[config.mk]
export PLATFORM = sky130hd
export DESIGN_NAME = dma_dst_addr_gen
export DESIGN_NICKNAME = d
export VERILOG_FILES = /design/src/rtl/dma_addr_pkg.sv /design/src/rtl/dma_cfg_regs.sv /design/src/rtl/dma_trig_decode.sv /design/src/rtl/dma_addr_step.sv /design/src/rtl/dma_dst_addr_gen.sv
export SDC_FILE = /design/constraint.sdc
export NUM_CORES = 1
export LEC_CHECK = 0
export ABC_AREA = 1
export ABC_CLOCK_PERIOD_IN_PS = 6700
export BUFFER_PORTS_ARGS = -buffer_cell sky130_fd_sc_hd__clkbuf_2
export CAP_MARGIN = 0
export CORE_ASPECT_RATIO = 1.75
export CORE_MARGIN = 2
export CORE_UTILIZATION = 63
export CTS_CLUSTER_SIZE = 14
export DETAILED_ROUTE_END_ITERATION = 8
export GPL_TIMING_DRIVEN = 0
export HOLD_SLACK_MARGIN = 0.12
export PLACE_DENSITY_LB_ADDON = 0.1
export SETUP_SLACK_MARGIN = 0.1
export SYNTH_ARGS = -nofsm -noshare
export SYNTH_HDL_FRONTEND = slang
export SYNTH_SLANG_ARGS = --single-unit
export TNS_END_PERCENT = 50
[constraint.sdc]
create_clock -name clk -period 6.7 [get_ports clk]
set_input_delay 1.005 -clock clk [delete_from_list [all_inputs] [get_ports clk]]
set_output_delay 1.005 -clock clk [all_outputs]
set_load 0.01 [all_outputs]
[src/rtl/dma_addr_pkg.sv]
package dma_addr_pkg;

    typedef enum logic [1:0] {
        AM_HOLD = 2'b00,
        AM_UP   = 2'b01,
        AM_DOWN = 2'b10,
        AM_RSVD = 2'b11
    } addr_mode_e;

    typedef enum logic [1:0] {
        RL_NEVER = 2'b00,
        RL_BLOCK = 2'b01,
        RL_BURST = 2'b10,
        RL_XACT  = 2'b11
    } reload_pt_e;

    typedef enum logic [1:0] {
        REG_CTRL  = 2'd0,
        REG_START = 2'd1,
        REG_TSEL  = 2'd2,
        REG_NONE  = 2'd3
    } reg_sel_e;

endpackage

[src/rtl/dma_cfg_regs.sv]
module dma_cfg_regs
    import dma_addr_pkg::*;
#(
    parameter int ADDR_W = 24,
    parameter int TSEL_W = 8
) (
    input  logic              clk,
    input  logic              rst_n,
    input  logic              wr_en,
    input  logic [1:0]        wr_sel,
    input  logic [ADDR_W-1:0] wr_data,
    input  logic              busy,
    output addr_mode_e        mode_o,
    output reload_pt_e        reload_o,
    output logic [ADDR_W-1:0] start_o,
    output logic [TSEL_W-1:0] tsel_o
);

    logic ctrl_wr, start_wr, tsel_wr;

    always_comb begin
        ctrl_wr  = wr_en && (reg_sel_e'(wr_sel) == REG_CTRL);
        start_wr = wr_en && (reg_sel_e'(wr_sel) == REG_START);
        tsel_wr  = wr_en && (reg_sel_e'(wr_sel) == REG_TSEL);
    end

    // mode field is frozen while the channel runs; reload field is not
    always_ff @(posedge clk or negedge rst_n) begin
        if (!rst_n) begin
            mode_o   <= AM_HOLD;
            reload_o <= RL_NEVER;
        end else if (ctrl_wr) begin
            reload_o <= reload_pt_e'(wr_data[3:2]);
            if (!busy) begin
                mode_o <= addr_mode_e'(wr_data[1:0]);
            end
        end
    end

    always_ff @(posedge clk or negedge rst_n) begin
        if (!rst_n) begin
            start_o <= '0;
        end else if (start_wr) begin
            start_o <= wr_data;
        end
    end

    always_ff @(posedge clk or negedge rst_n) begin
        if (!rst_n) begin
            tsel_o <= '0;
        end else if (tsel_wr) begin
            tsel_o <= wr_data[TSEL_W-1:0];
        end
    end

endmodule

[src/rtl/dma_trig_decode.sv]
module dma_trig_decode #(
    parameter int          N_MOD        = 4,
    parameter int          TRIG_PER_MOD = 4,
    parameter int unsigned MOD_PRESENT  = 32'b1011,
    localparam int         N_TRIG       = N_MOD * TRIG_PER_MOD
) (
    input  logic [7:0]        tsel,
    input  logic [N_TRIG-1:0] trig_in,
    output logic              req
);

    logic [N_TRIG-1:0] line_hit;

    // module m answers at base (m+1)*16; code zero can never match
    for (genvar m = 0; m < N_MOD; m++) begin : g_mod
        localparam bit FITTED = ((MOD_PRESENT >> m) & 1) != 0;
        for (genvar o = 0; o < TRIG_PER_MOD; o++) begin : g_line
            localparam logic [7:0] CODE = 8'(((m + 1) * 16) + o);
            if (FITTED) begin : g_fit
                assign line_hit[m*TRIG_PER_MOD+o] =
                    (tsel == CODE) && trig_in[m*TRIG_PER_MOD+o];
            end else begin : g_absent
                assign line_hit[m*TRIG_PER_MOD+o] = 1'b0;
            end
        end
    end

    assign req = |line_hit;

endmodule

[src/rtl/dma_addr_step.sv]
module dma_addr_step
    import dma_addr_pkg::*;
#(
    parameter int ADDR_W = 24
) (
    input  logic [ADDR_W-1:0] cur,
    input  addr_mode_e        mode,
    output logic [ADDR_W-1:0] nxt
);

    always_comb begin
        unique case (mode)
            AM_UP:   nxt = cur + ADDR_W'(1);
            AM_DOWN: nxt = cur - ADDR_W'(1);
            AM_HOLD,
            AM_RSVD: nxt = cur;
            default: nxt = cur;
        endcase
    end

endmodule

[src/rtl/dma_dst_addr_gen.sv]
module dma_dst_addr_gen
    import dma_addr_pkg::*;
#(
    parameter int          ADDR_W       = 24,
    parameter int          N_MOD        = 4,
    parameter int          TRIG_PER_MOD = 4,
    parameter int unsigned MOD_PRESENT  = 32'b1011,
    localparam int         N_TRIG       = N_MOD * TRIG_PER_MOD
) (
    input  logic              clk,
    input  logic              rst_n,
    input  logic              wr_en,
    input  logic [1:0]        wr_sel,
    input  logic [ADDR_W-1:0] wr_data,
    input  logic              busy,
    input  logic              byte_done,
    input  logic              blk_end,
    input  logic              bst_end,
    input  logic              xact_end,
    input  logic [N_TRIG-1:0] trig_in,
    output logic [ADDR_W-1:0] cur_addr,
    output logic              trig_req
);

    addr_mode_e        mode_q;
    reload_pt_e        reload_q;
    logic [ADDR_W-1:0] start_q;
    logic [7:0]        tsel_q;
    logic [ADDR_W-1:0] work_q;
    logic [ADDR_W-1:0] step_nxt;
    logic              rl_hit;
    logic              start_ld;

    dma_cfg_regs #(
        .ADDR_W (ADDR_W),
        .TSEL_W (8)
    ) u_cfg (
        .clk      (clk),
        .rst_n    (rst_n),
        .wr_en    (wr_en),
        .wr_sel   (wr_sel),
        .wr_data  (wr_data),
        .busy     (busy),
        .mode_o   (mode_q),
        .reload_o (reload_q),
        .start_o  (start_q),
        .tsel_o   (tsel_q)
    );

    dma_addr_step #(
        .ADDR_W (ADDR_W)
    ) u_step (
        .cur  (work_q),
        .mode (mode_q),
        .nxt  (step_nxt)
    );

    dma_trig_decode #(
        .N_MOD        (N_MOD),
        .TRIG_PER_MOD (TRIG_PER_MOD),
        .MOD_PRESENT  (MOD_PRESENT)
    ) u_trig (
        .tsel    (tsel_q),
        .trig_in (trig_in),
        .req     (trig_req)
    );

    always_comb begin
        unique case (reload_q)
            RL_BLOCK: rl_hit = blk_end;
            RL_BURST: rl_hit = bst_end;
            RL_XACT:  rl_hit = xact_end;
            RL_NEVER: rl_hit = 1'b0;
            default:  rl_hit = 1'b0;
        endcase
        start_ld = wr_en && (reg_sel_e'(wr_sel) == REG_START) && !busy;
    end

    // priority: idle start load, then reload, then byte step
    always_ff @(posedge clk or negedge rst_n) begin
        if (!rst_n) begin
            work_q <= '0;
        end else if (start_ld) begin
            work_q <= wr_data;
        end else if (busy && rl_hit) begin
            work_q <= start_q;
        end else if (busy && byte_done) begin
            work_q <= step_nxt;
        end
    end

    assign cur_addr = work_q;

endmodule

==> results.toml <==
[status]
status = "complete, no violations"

[route]
firstDrtPassIters = 6
num_vias = 5830
vias_per_cell = 5.907
routed_wl_um = 17320
drc = 0
ant_nets = 0
wire_per_inst_um = 17.55
detail_route.iter0.violations = 835

[sta]
layout_min_cycle_time_ns = 3.021
fin_ws_ns = 3.679
drv_slew = 0
slew_headroom = 0.4970
finClkSkew_ns = 0.005025
tns_ns = 0
fmax_mhz = 331.0
finalSetupViolations = 0
hold_viol_final = 0
rsz0062_at_grt = "false"
period_share = 0.4509
tightest_slew_ns = 0.7546

[flow_run]
drv_cap = 0

[cts]
ctsLongestPathBuffers = 2
cts.clk_slew.worst_paths_ns = 0.05
cts_tree = "yes"
cts_hold_buf = 0
clk_latency_ns = 0.33
cts_resized = 0
htree_levels = 3
cts-root-buf = "clkbuf_16"
cts.sinks = 60
cts_setup_buffers = 0
cts_buffers = 9

[synthesis]
ys_ff_latch = 60
yosysUniqueCellTypes = 37
ys.flop_type = "dfrtp_1"
yosysSeqAreaShare = 0.3096
synth_edf_count = 0
yosys.area.top_type = "dfrtp_1"
syn_area_um2 = 4850
synthArstFlopShare = 1.000
synth_commonest_cells = "311 x nand2_1, 126 x inv_1, 70 x nor2_1, 67 x o21ai_0, 60 x dfrtp_1"
synth_top_area_share = 0.3096
synth.area.top_cells = "dfrtp_1 31%, nand2_1 24%, inv_1 9.8%"
yosysWarnings = 0
synth_cells = 814
syn_nets = 867
synthMostInstantiatedCell = "nand2_1"
avgSynthCellArea_um2 = 5.958

[power_and_ir_drop]
p_total_mw = 2.170
leakage_nw = 3.227
p_per_area_nw_per_um2 = 387.3
vdd_ir_drop_max_uv = 283.7

[placed_design]
io_buffers = 70
dp_hpwl_um = 12890
post-place-ws_ns = 3.852
gp_congestion = 1.011

[finish]
nFillCells = 599
fin_nets = 948
antennaDiodeCount = 0
area_delta_synth_final_pct = 15.51
drive_above_1_share = 0.1346

[floorplanning]
die_w_um = 70.33
rows = 42
start_util = 0.6454
dieArea_um2 = 8444
core_um2 = 7515
die_h_um = 120.1
io_pins = 75

[worst_setup_path]
crit_type = "reg -> out"
crit_path_end_kind = "output pin"
crit_required_ns = 5.69
cp.arrival_ns = 2.02
worst-path-max-fanout = 4
start_kind = "flip-flop"
startpoint = "u_cfg.tsel_o[3]$_DFFE_PN0P_"
timing.rr.start = "u_cfg.mode_o[0]$_DFFE_PN0P_"

[global_route]
grt_pass1_wl_um = 27260
antenna_found_initial = 0
grt_use_total = 0.4197
grt_pass1_vias = 5612
grt_max_degree = 61
gr-total-overflow = 0

[worst_hold_path]
holdCritStartpoint = "u_cfg.start_o[9]$_DFFE_PN0P_"
hold_path_class = "reg -> reg"
==> worst max-delay path, cell delays in order (launching register included) <==
cell and delay [ns]:
dfrtp_1 0.38, nor2_1 0.34, nand3_1 0.16, inv_1 0.15, nand2_1 0.08, nand4_1 0.09, nand3_1 0.09, o221ai_1 0.22
clkbuf_2 0.17
==> layout make-up <==
| type | count | area [µm²] | area share |
|---|---|---|---|
| Buffer | 26 | 165.2 | 0.02948 |
| Multi-Input combinational cell | 599 | 2696 | 0.4814 |
| Inverter | 129 | 486.7 | 0.08689 |
| Timing Repair Buffer | 70 | 352.8 | 0.06299 |
| Clock inverter | 1 | 5.005 | 0.0008935 |
| Clock buffer | 14 | 284.0 | 0.05070 |
| Sequential cell | 60 | 1501 | 0.2680 |
| Tap cell | 88 | 110.1 | 0.01966 |
==> path summary, 6_finish.rpt <==
kind | endpoint | slack (ns) | depth (start not counted)
worst max-delay path | trig_req | 3.68 | 8
worst min-delay path | u_cfg.start_o[9]$_DFFE_PN0P_ | 0.49 | 2
worst max register to register | cur_addr[22]$_DFFE_PN0P_ | 3.87 | 21
worst min register to register | u_cfg.start_o[9]$_DFFE_PN0P_ | 0.49 | 2
max in group asynchronous | u_cfg.start_o[1]$_DFFE_PN0P_ | 5.45 | 1
min in group asynchronous | u_cfg.start_o[22]$_DFFE_PN0P_ | 0.74 | 1
==> per-layer routing <==
metal  wire [µm]  global-route usage  part of all wire
met5           0                   0                 0
met3        1190             0.05626             0.069
met1        6141              0.4591              0.35
met2        8612              0.7353              0.50
met4        1373              0.2873             0.079
==> per-stage QoR <==
step           hold slack, ns  cells  utilization  cell area, µm²
3_5_place_dp           0.4686    972       0.7066            5310
3_3_place_gp           0.4619    972       0.7066            5310
6_report               0.4860    987       0.7454            5602
2_1_floorplan          0.4457    814            -            4850
4_1_cts                0.4822    987       0.7451            5599
5_1_grt                0.5121    987       0.7454            5602
==> power breakdown <==
part / internal [mW] / switching, mW
combinational: 0.376 / 0.750
clock: 0.288 / 0.157
sequential: 0.467 / 0.132
total: 1.13 / 1.04
==> kinds of logic after synthesis <==
logic type,Yosys count,synth area share
and+or+nand+nor,469,0.3968
AOI/OAI and AO/OA,122,0.1424
xor gates and xnor gates,5,0.009032
buffers and inverters,155,0.1344
adders and majority gates,3,0.007741
DFF,60,0.3096
==> layout by cell type (no fill, tap or decap), drive strengths merged, types with 8 or more instances in the layout <==
master    n
nand2   320
a21oi    19
o21ai    69
nand4    10
inv     128
buf      12
clkbuf   98
o21bai    8
dfrtp    60
nand3    50
o22ai    15
nor2     80
==> registers in the layout, summed over array words and instances (netlist names) <==
register,count
u_cfg.reload_o,2
cur_addr,24
u_cfg.mode_o,2
u_cfg.tsel_o,8
u_cfg.start_o,24
Power figures use the tool's default switching activity.
